`src/rtl/bel_pkg.sv`:
```
package bel_pkg;
  localparam int unsigned STAT_BUSY_BIT = 31;
  localparam int unsigned STAT_OVF_BIT  = 30;
  localparam int unsigned STAT_V1_BIT   = 29;
  localparam int unsigned STAT_V0_BIT   = 28;
  localparam int unsigned LOG_ENTRIES   = 2;

  typedef enum logic [1:0] {
    SEL_NONE   = 2'd0,
    SEL_STATUS = 2'd1,
    SEL_LOG0   = 2'd2,
    SEL_LOG1   = 2'd3
  } bel_sel_e;

  typedef struct packed {
    logic ovf;
    logic v1;
    logic v0;
  } bel_flags_t;
endpackage

```
`src/rtl/bel_decode.sv`:
```
module bel_decode
  import bel_pkg::*;
#(
  parameter int unsigned NUM_W = 4,
  parameter int unsigned SUB_W = 4,
  parameter int unsigned OP_W  = 3
) (
  input  logic [NUM_W-1:0] reg_num,
  input  logic [SUB_W-1:0] reg_sub,
  input  logic [OP_W-1:0]  reg_opa,
  input  logic [OP_W-1:0]  reg_opb,
  output bel_sel_e         sel
);
  localparam logic [SUB_W-1:0] SUB_MATCH = SUB_W'(1);
  localparam logic [NUM_W-1:0] IDX_STAT  = NUM_W'(0);
  localparam logic [NUM_W-1:0] IDX_LOG0  = NUM_W'(1);
  localparam logic [NUM_W-1:0] IDX_LOG1  = NUM_W'(2);

  logic space_ok;

  always_comb begin
    space_ok = (reg_sub == SUB_MATCH) && (reg_opa == '0) && (reg_opb == '0);
    sel = SEL_NONE;
    if (space_ok) begin
      unique case (reg_num)
        IDX_STAT: sel = SEL_STATUS;
        IDX_LOG0: sel = SEL_LOG0;
        IDX_LOG1: sel = SEL_LOG1;
        default:  sel = SEL_NONE;
      endcase
    end
  end
endmodule

```
`src/rtl/bel_alloc.sv`:
```
module bel_alloc
  import bel_pkg::*;
(
  input  logic       clk,
  input  logic       rst_n,
  input  logic       err_valid,
  input  bel_flags_t clr,
  output bel_flags_t flags_q,
  output logic [LOG_ENTRIES-1:0] cap
);
  logic       ovf_set;
  bel_flags_t flags_d;

  // Allocation looks at the flags held at the start of the cycle.
  always_comb begin
    cap[0]  = err_valid && !flags_q.v0;
    cap[1]  = err_valid &&  flags_q.v0 && !flags_q.v1;
    ovf_set = err_valid &&  flags_q.v0 &&  flags_q.v1;
    // A set in the same cycle as a clear wins.
    flags_d.v0  = cap[0]  | (flags_q.v0  & ~clr.v0);
    flags_d.v1  = cap[1]  | (flags_q.v1  & ~clr.v1);
    flags_d.ovf = ovf_set | (flags_q.ovf & ~clr.ovf);
  end

  always_ff @(posedge clk) begin
    if (!rst_n) flags_q <= '0;
    else        flags_q <= flags_d;
  end
endmodule

```
`src/rtl/bel_log_slot.sv`:
```
module bel_log_slot #(
  parameter int unsigned ADDR_W = 32
) (
  input  logic              clk,
  input  logic              rst_n,
  input  logic              cap,
  input  logic [ADDR_W-1:0] addr_in,
  output logic [ADDR_W-1:0] addr_q
);
  always_ff @(posedge clk) begin
    if (!rst_n)   addr_q <= '0;
    else if (cap) addr_q <= addr_in;
  end
endmodule

```
`src/rtl/bus_err_log.sv`:
```
module bus_err_log
  import bel_pkg::*;
#(
  parameter int unsigned ADDR_W = 32,
  parameter int unsigned DATA_W = 32,
  parameter int unsigned NUM_W  = 4,
  parameter int unsigned SUB_W  = 4,
  parameter int unsigned OP_W   = 3
) (
  input  logic              clk,
  input  logic              rst_n,
  input  logic              txn_pending,
  input  logic              err_valid,
  input  logic [ADDR_W-1:0] err_addr,
  input  logic [NUM_W-1:0]  reg_num,
  input  logic [SUB_W-1:0]  reg_sub,
  input  logic [OP_W-1:0]   reg_opa,
  input  logic [OP_W-1:0]   reg_opb,
  input  logic              reg_we,
  input  logic [DATA_W-1:0] reg_wdata,
  output logic [DATA_W-1:0] reg_rdata
);
  localparam int unsigned PAD_W = DATA_W - ADDR_W;

  bel_sel_e   sel;
  bel_flags_t clr;
  bel_flags_t flags_q;
  logic [LOG_ENTRIES-1:0]             cap;
  logic [LOG_ENTRIES-1:0][ADDR_W-1:0] slot_addr;

  bel_decode #(.NUM_W(NUM_W), .SUB_W(SUB_W), .OP_W(OP_W)) u_decode (
    .reg_num(reg_num), .reg_sub(reg_sub), .reg_opa(reg_opa),
    .reg_opb(reg_opb), .sel(sel)
  );

  always_comb begin
    clr = '0;
    if (reg_we && sel == SEL_STATUS) begin
      clr.ovf = reg_wdata[STAT_OVF_BIT];
      clr.v1  = reg_wdata[STAT_V1_BIT];
      clr.v0  = reg_wdata[STAT_V0_BIT];
    end
  end

  bel_alloc u_alloc (
    .clk(clk), .rst_n(rst_n), .err_valid(err_valid),
    .clr(clr), .flags_q(flags_q), .cap(cap)
  );

  for (genvar g = 0; g < LOG_ENTRIES; g++) begin : g_slot
    bel_log_slot #(.ADDR_W(ADDR_W)) u_slot (
      .clk(clk), .rst_n(rst_n), .cap(cap[g]),
      .addr_in(err_addr), .addr_q(slot_addr[g])
    );
  end

  always_comb begin
    reg_rdata = '0;
    unique case (sel)
      SEL_STATUS: begin
        reg_rdata[STAT_BUSY_BIT] = txn_pending;
        reg_rdata[STAT_OVF_BIT]  = flags_q.ovf;
        reg_rdata[STAT_V1_BIT]   = flags_q.v1;
        reg_rdata[STAT_V0_BIT]   = flags_q.v0;
      end
      SEL_LOG0: reg_rdata = {{PAD_W{1'b0}}, slot_addr[0]};
      SEL_LOG1: reg_rdata = {{PAD_W{1'b0}}, slot_addr[1]};
      default:  reg_rdata = '0;
    endcase
  end
endmodule

```
`config.mk`:
```
export PLATFORM = sky130hd
export DESIGN_NAME = bus_err_log
export DESIGN_NICKNAME = d
export VERILOG_FILES = /design/src/rtl/bel_pkg.sv /design/src/rtl/bel_decode.sv /design/src/rtl/bel_alloc.sv /design/src/rtl/bel_log_slot.sv /design/src/rtl/bus_err_log.sv
export SDC_FILE = /design/constraint.sdc
export NUM_CORES = 1
export LEC_CHECK = 0
export BUFFER_PORTS_ARGS = -buffer_cell sky130_fd_sc_hd__buf_2
export CORE_MARGIN = 2
export CORE_UTILIZATION = 49
export DETAILED_ROUTE_END_ITERATION = 8
export MAX_ROUTING_LAYER = met4
export PLACE_DENSITY = 0.8
export SYNTH_ARGS = -nofsm -noshare
export SYNTH_HDL_FRONTEND = slang
export SYNTH_SLANG_ARGS = --single-unit
```
`constraint.sdc`:
```
create_clock -name clk -period 2.2 [get_ports clk]
set_input_delay 0.11 -clock clk [delete_from_list [all_inputs] [get_ports clk]]
set_output_delay 0.11 -clock clk [all_outputs]
set_load 0.1 [all_outputs]
```
==> flow_summary.yaml, run 1 <==
worst_setup_path:
  critPathMaxStageDelay_ns: 0.64
  critPathBufInv: 3
  worstReg2RegEnd: "g_slot[0].u_slot.addr_q[6]"
  cp-start-kind: "input pin"
  rr_startpoint: "u_alloc.flags_q[0]"
  slowest_stage: "or4_1"
  required_ns: 2.09
  arrival_ns: 1.85
  ff2ff_path_depth: 4
  crit_family: "simple AND/OR/NAND/NOR gates"
  reg2reg_slack_ns: 0.80
  crit_path_end_kind: "output pin"
  worstPathCellList: "buf_2, or4_1, nor4b_4, buf_4, a22o_2, buf_12"
  critPathMaxFanout: 16
  critPathKind: "input pin to output pin"
floorplanning:
  die_area_um2: 6740
  initial_core_util: 0.504
  pin_count: 115
  core-area_um2: 5920
  die-height_um: 82.1
  die_w_um: 82.1
  placementRows: 28
final_layout:
  regArea_um2: 1340
  fin_cells: 510
  final_cell_mix: "nand2_1 (128), dfxtp_1 (67), a21boi_0 (64)"
  multiInputGateArea_um2: 1550
  final_util: 0.708
  fillers: 440
  drive_gt1_frac: 0.336
  fin_nets: 513
  syn2layout_area_growth_pct: 40.3
  final_common_cell: "nand2_1"
  antenna_cells: 0
grt:
  grt_max_degree: 53
  grt_pass1_wl_mm: 12.4
  grt_usage: 0.252
  first_global_vias: 2677
  overflow: 0
  antenna_found_initial: 0
logic_synthesis:
  synth_mux_area_frac: 0.0134
  synthArstFlopShare: 0
  synth.largest_area_cell: "dfxtp_1"
  synth-seq-cells: 67
  synth_edf_count: 0
  synth-compound-area-share: 0.269
  synth-xor-area-share: 0
  synth_cells: 349
  synth_fa_ha_area_frac: 0
  ys_seq_area_frac: 0.449
  synth_area_um2: 2990
  avgSynthCellArea_um2: 8.56
  synth_top_area_share: 0.449
  yosys.area_share.simple: 0.217
  synthDistinctLibCells: 27
  syn-num-nets: 432
  synth_top_family_by_area: "compound AO/OA/AOI/OAI gates"
  synth_ff_type: "dfxtp_1"
  ys_warn_count: 0
  synth.area.top_cells: "dfxtp_1 (45%), a21boi_0 (16%), nand2_1 (16%), a22o_1 (5.9%), clkbuf_1 (2.8%)"
cts:
  numCtsBuffers: 9
  clockBufferDepth: 2
  cts_tree: "yes"
  postCtsSetupBuffers: 0
  htreeDepth: 3
  root_buffer: "clkbuf_8"
  ctsResizeCount: 0
  clock-sinks: 67
  clock_latency_ns: 0.33
  cts.reportedPaths.clkPinSlew_ns: 0.07
route:
  drt_first_pass_iters: 4
  wirelength_mm: 7.41
  ant_nets: 0
  routedWlPerCell_um: 14.5
  vias: 2723
  drcViolationCount: 0
  drtIter0Drc: 146
  post_drt_via_cell_ratio: 5.34
timing:
  fmax_mhz: 511
  holdWs_ns: 0.0355
  setup_viol: 0
  min_period_over_period: 0.889
  skew_ns: 0.00608
  slew_violations: 0
  finalCriticalPeriod_ns: 1.96
  hold_viol_final: 0
  worst_slew_pin_slew_ns: 0.737
  slew_headroom: 0.509
  rsz0062_at_grt: "false"
placement:
  place_congestion: 0.782
  dp_cells: 491
  portBuffers: 85
  dpl.hpwl_mm: 4.95
power:
  clkPwrFrac: 0.387
  p_sw_frac: 0.233
  p_int_mw: 1.94
  leakage_nw: 1.65
  pwr-share-comb: 0.097
  total_power_mw: 2.53
  ir_drop_v: 0.000532
  switchingPower_mw: 0.590
  pwr-share-seq: 0.517
  p_per_area_nw_per_um2: 603
job:
  max_cap_violations: 0
min_path:
  min_path_cells: 3
  hp-class: "input pin to register"
  holdCritStartpoint: "err_addr[24]"
  hold_path_end: "g_slot[1].u_slot.addr_q[24]"
status:
  outcome: "complete, no violations"
==> power groups by stage <==
| stage | combinational [mW] | sequential, mW | clock, mW |
|---|---|---|---|
| after floorplan | 0.147 | 1.32 | 0 |
| after global placement | 0.228 | 1.33 | 0 |
| after detailed placement | 0.240 | 1.33 | 0 |
| after CTS | 0.246 | 1.31 | 1.00 |
| after global routing | 0.275 | 1.31 | 1.06 |
| final | 0.244 | 1.31 | 0.977 |
==> through the flow <==
stage | TNS, ns | cell area, µm² | worst slack [ns]
3_5_place_dp | 0 | 3970 | 0.245
4_1_cts | 0 | 4190 | 0.240
6_report | 0 | 4190 | 0.245
3_3_place_gp | 0 | 3970 | 0.221
5_1_grt | 0 | 4190 | 0.160
2_1_floorplan | -0.103 | 3040 | -0.103
==> synth_stat cells, drive strengths merged, types with 3 or more instances <==
master,number
nand2,128
dfxtp,67
a21boi,64
a22o,28
clkbuf,23
buf,5
a2bb2oi,4
mux2i,4
nor2,4
a31oi,3
o21ai,3
==> routing by layer <==
layer	vias to the layer above	global-route usage	part of all wire
li1	1351	-	-
met1	1295	0.291	0.40
met2	73	0.433	0.54
met3	4	0.0659	0.052
met4	0	0.0717	0.0077
met5	-	-	0
==> logic make-up (layout without fill, tap and decap cells) <==
family / count (synthesis) / after routing
muxes: 4 / 4
buffers and inverters: 28 / 114
and+or+nand+nor: 148 / 148
AOI/OAI and AO/OA: 102 / 102
DFF: 67 / 67
==> flip-flops by register name, summed over array words and instances, names as in the netlist <==
signal,flops
g_slot.u_slot.addr_q,64
u_alloc.flags_q,3
==> worst register-to-register path: stages (launching register included) <==
cell and delay [ns]:
dfxtp_1 0.49, nand2b_1 0.15, buf_4 0.34, nand2_1 0.12, a21boi_0 0.22
==> final cells by class <==
class                           count  area share
Sequential cell                    67       0.320
Multi-Input combinational cell    254       0.369
Timing Repair Buffer               98       0.244
Tap cell                           75      0.0224
Clock buffer                       14      0.0364
Clock inverter                      2     0.00836
==> worst max path at each step <==
stage | from | cells after the start | endpoint
2_1_floorplan | reg_opa[1] | 4 | reg_rdata[28]
3_3_place_gp | reg_opb[1] | 6 | reg_rdata[18]
3_5_place_dp | reg_opb[1] | 6 | reg_rdata[18]
4_1_cts | reg_opb[1] | 6 | reg_rdata[18]
5_1_grt | reg_opb[1] | 6 | reg_rdata[18]
6_report | reg_opb[1] | 6 | reg_rdata[18]
==> repair_timing <==
item,in CTS,in global routing
hold endpoints to repair,3,0
setup endpoints to repair,0,0
hold buffers,3,0
(Power assumes the default switching activity.)
==> run 2, diff against run 1 <==
ABC_AREA = 1   (was not set)
CORE_UTILIZATION = 48   (was 49)
PLACE_DENSITY = 0.79   (was 0.8)
clock period = 2.15 ns   (was 2.2 ns; I/O delays follow)
==> flow_summary.yaml, run 2 <==
status:
  outcome: "complete, no violations"
placement:
  dp_cells: 560
  portBuffers: 85
  dp_slack_ns: 0.428
  place_congestion: 0.760
  place_area_um2: 3760
  dpl.hpwl_mm: 4.51
cts:
  postCtsSetupBuffers: 0
  clock_latency_ns: 0.33
  clockBufferDepth: 2
  htreeDepth: 3
  cts.reportedPaths.clkPinSlew_ns: 0.07
  ctsResizeCount: 0
  root_buffer: "clkbuf_8"
  clock-sinks: 67
  hold_buffers: 0
  cts_tree: "yes"
  numCtsBuffers: 9
timing:
  worst_slew_pin_slew_ns: 0.888
  holdWs_ns: 0.0136
  skew_ns: 0.00464
  finalSetupTns_ns: 0
  rsz0062_at_grt: "false"
  slew_headroom: 0.408
  finalCriticalPeriod_ns: 1.70
  setup_viol: 0
  slew_violations: 0
  fmax_mhz: 588
  finalWorstSetupSlack_ns: 0.448
  min_period_over_period: 0.792
  hold_viol_final: 0
final_layout:
  drive_gt1_frac: 0.238
  largest_register_ffs: 64
  final_common_cell: "nor2_1"
  regMostFlops: "g_slot.u_slot.addr_q"
  reg_top3: "g_slot.u_slot.addr_q x64, u_alloc.flags_q x3"
  final_cell_mix: "nor2_1 (133), nand2_1 (98), dfxtp_1 (67)"
  antenna_cells: 0
  stdcell_area_um2: 3940
  syn2layout_area_growth_pct: 38.4
  final_util: 0.678
  fin_cells: 575
  fin_nets: 579
min_path:
  min_path_cells: 3
  hold_path_end: "g_slot[1].u_slot.addr_q[6]"
  holdCritStartpoint: "err_addr[6]"
  hp-class: "input pin to register"
worst_setup_path:
  critPathMaxFanout: 32
  ff2ff_path_depth: 6
  worstReg2RegEnd: "g_slot[1].u_slot.addr_q[2]"
  required_ns: 2.04
  cp-startpoint: "reg_sub[3]"
  critPathKind: "input pin to output pin"
  rr_startpoint: "u_alloc.flags_q[0]"
  reg2reg_slack_ns: 0.74
  cp-start-kind: "input pin"
  arrival_ns: 1.59
  crit_path_end_kind: "output pin"
logic_synthesis:
  yosysMostFrequentCell: "nor2_1"
  syn-num-nets: 502
  synth_cells: 419
  synth.area.top_cells: "dfxtp_1 (47%), nor2_1 (18%), nand2_1 (13%), o21ai_0 (11%), clkbuf_1 (2.0%)"
  ys_warn_count: 0
  synthArstFlopShare: 0
  ys_seq_area_frac: 0.471
  synth_edf_count: 0
  synth_commonest_cells: "nor2_1 (134), nand2_1 (98), dfxtp_1 (67), o21ai_0 (61), clkbuf_1 (15)"
  synth_ff_type: "dfxtp_1"
  avgSynthCellArea_um2: 6.80
  synth-seq-cells: 67
  synth_top_area_share: 0.471
  synthDistinctLibCells: 20
  synth.largest_area_cell: "dfxtp_1"
  synth_area_um2: 2850
floorplanning:
  placementRows: 28
  pin_count: 115
  die_area_um2: 6570
  core-area_um2: 5820
  die_w_um: 81.1
  die-height_um: 81.1
  initial_core_util: 0.490
grt:
  grt_pass1_wl_mm: 11.8
  overflow: 0
  grt_max_degree: 66
  antenna_found_initial: 0
  first_global_vias: 2727
  grt_usage: 0.235
route:
  vias: 2847
  drt_first_pass_iters: 4
  drtIter0Drc: 209
  drcViolationCount: 0
  post_drt_via_cell_ratio: 4.95
  ant_nets: 0
  routedWlPerCell_um: 12.1
  wirelength_mm: 6.98
job:
  max_cap_violations: 0
power:
  total_power_mw: 2.57
  leakage_nw: 1.84
  ir_drop_v: 0.000524
  p_per_area_nw_per_um2: 652
==> run 2: cell count changes after synthesis, sizes merged, moves of 8 or more <==
| cell | previous run | this run |
|---|---|---|
| a21boi | 64 | 0 |
| a22o | 28 | 0 |
| clkbuf | 23 | 15 |
| nand2 | 128 | 99 |
| nand3 | 1 | 11 |
| nor2 | 4 | 137 |
| o21ai | 3 | 64 |
==> run 2: worst max-delay path by stage <==
stage	end	slack (ns)	cells past startpoint
2_1_floorplan	reg_rdata[29]	0.41	8
3_3_place_gp	reg_rdata[30]	0.53	10
3_5_place_dp	reg_rdata[28]	0.43	10
4_1_cts	reg_rdata[28]	0.43	10
5_1_grt	reg_rdata[28]	0.33	10
6_report	reg_rdata[28]	0.45	10
==> run 2: final cells by class <==
cell class                 instances  area, µm²
fill                             498       1870
multi-input combinational        320       1350
sequential                        67       1340
timing repair buffer              91        951
clock buffer                      13        169
tap                               75       93.8
inverter                           7       26.3
clock inverter                     2       10.0
==> run 2: cell families after synthesis <==
| family | synth area share |
|---|---|
| AOI/OAI and AO/OA | 0.118 |
| xor gates and xnor gates | 0.00307 |
| buffers and inverters | 0.0557 |
| DFF | 0.471 |
| and+or+nand+nor | 0.353 |
==> run 2: where the power goes <==
group          total [mW]  switching, mW  leakage, nW  internal [mW]
logic               0.259          0.158         1.19          0.100
registers            1.38         0.0454        0.552           1.33
clock network       0.931          0.427       0.0953          0.503
==> run 2: routing by layer <==
layer  wire, µm  global-route usage
met1       3050               0.287
met2       3340               0.390
met3        493              0.0422
met4         97              0.0881
met5          0                   -
==> run 2: critical path: stages <==
cell and delay (ns):
buf_2 0.09, nor2_1 0.12, nand3_2 0.15, nor2_1 0.12, nand3_1 0.09, nor2_2 0.10
buf_4 0.36, nand2_1 0.10, nand3_1 0.16, buf_12 0.19
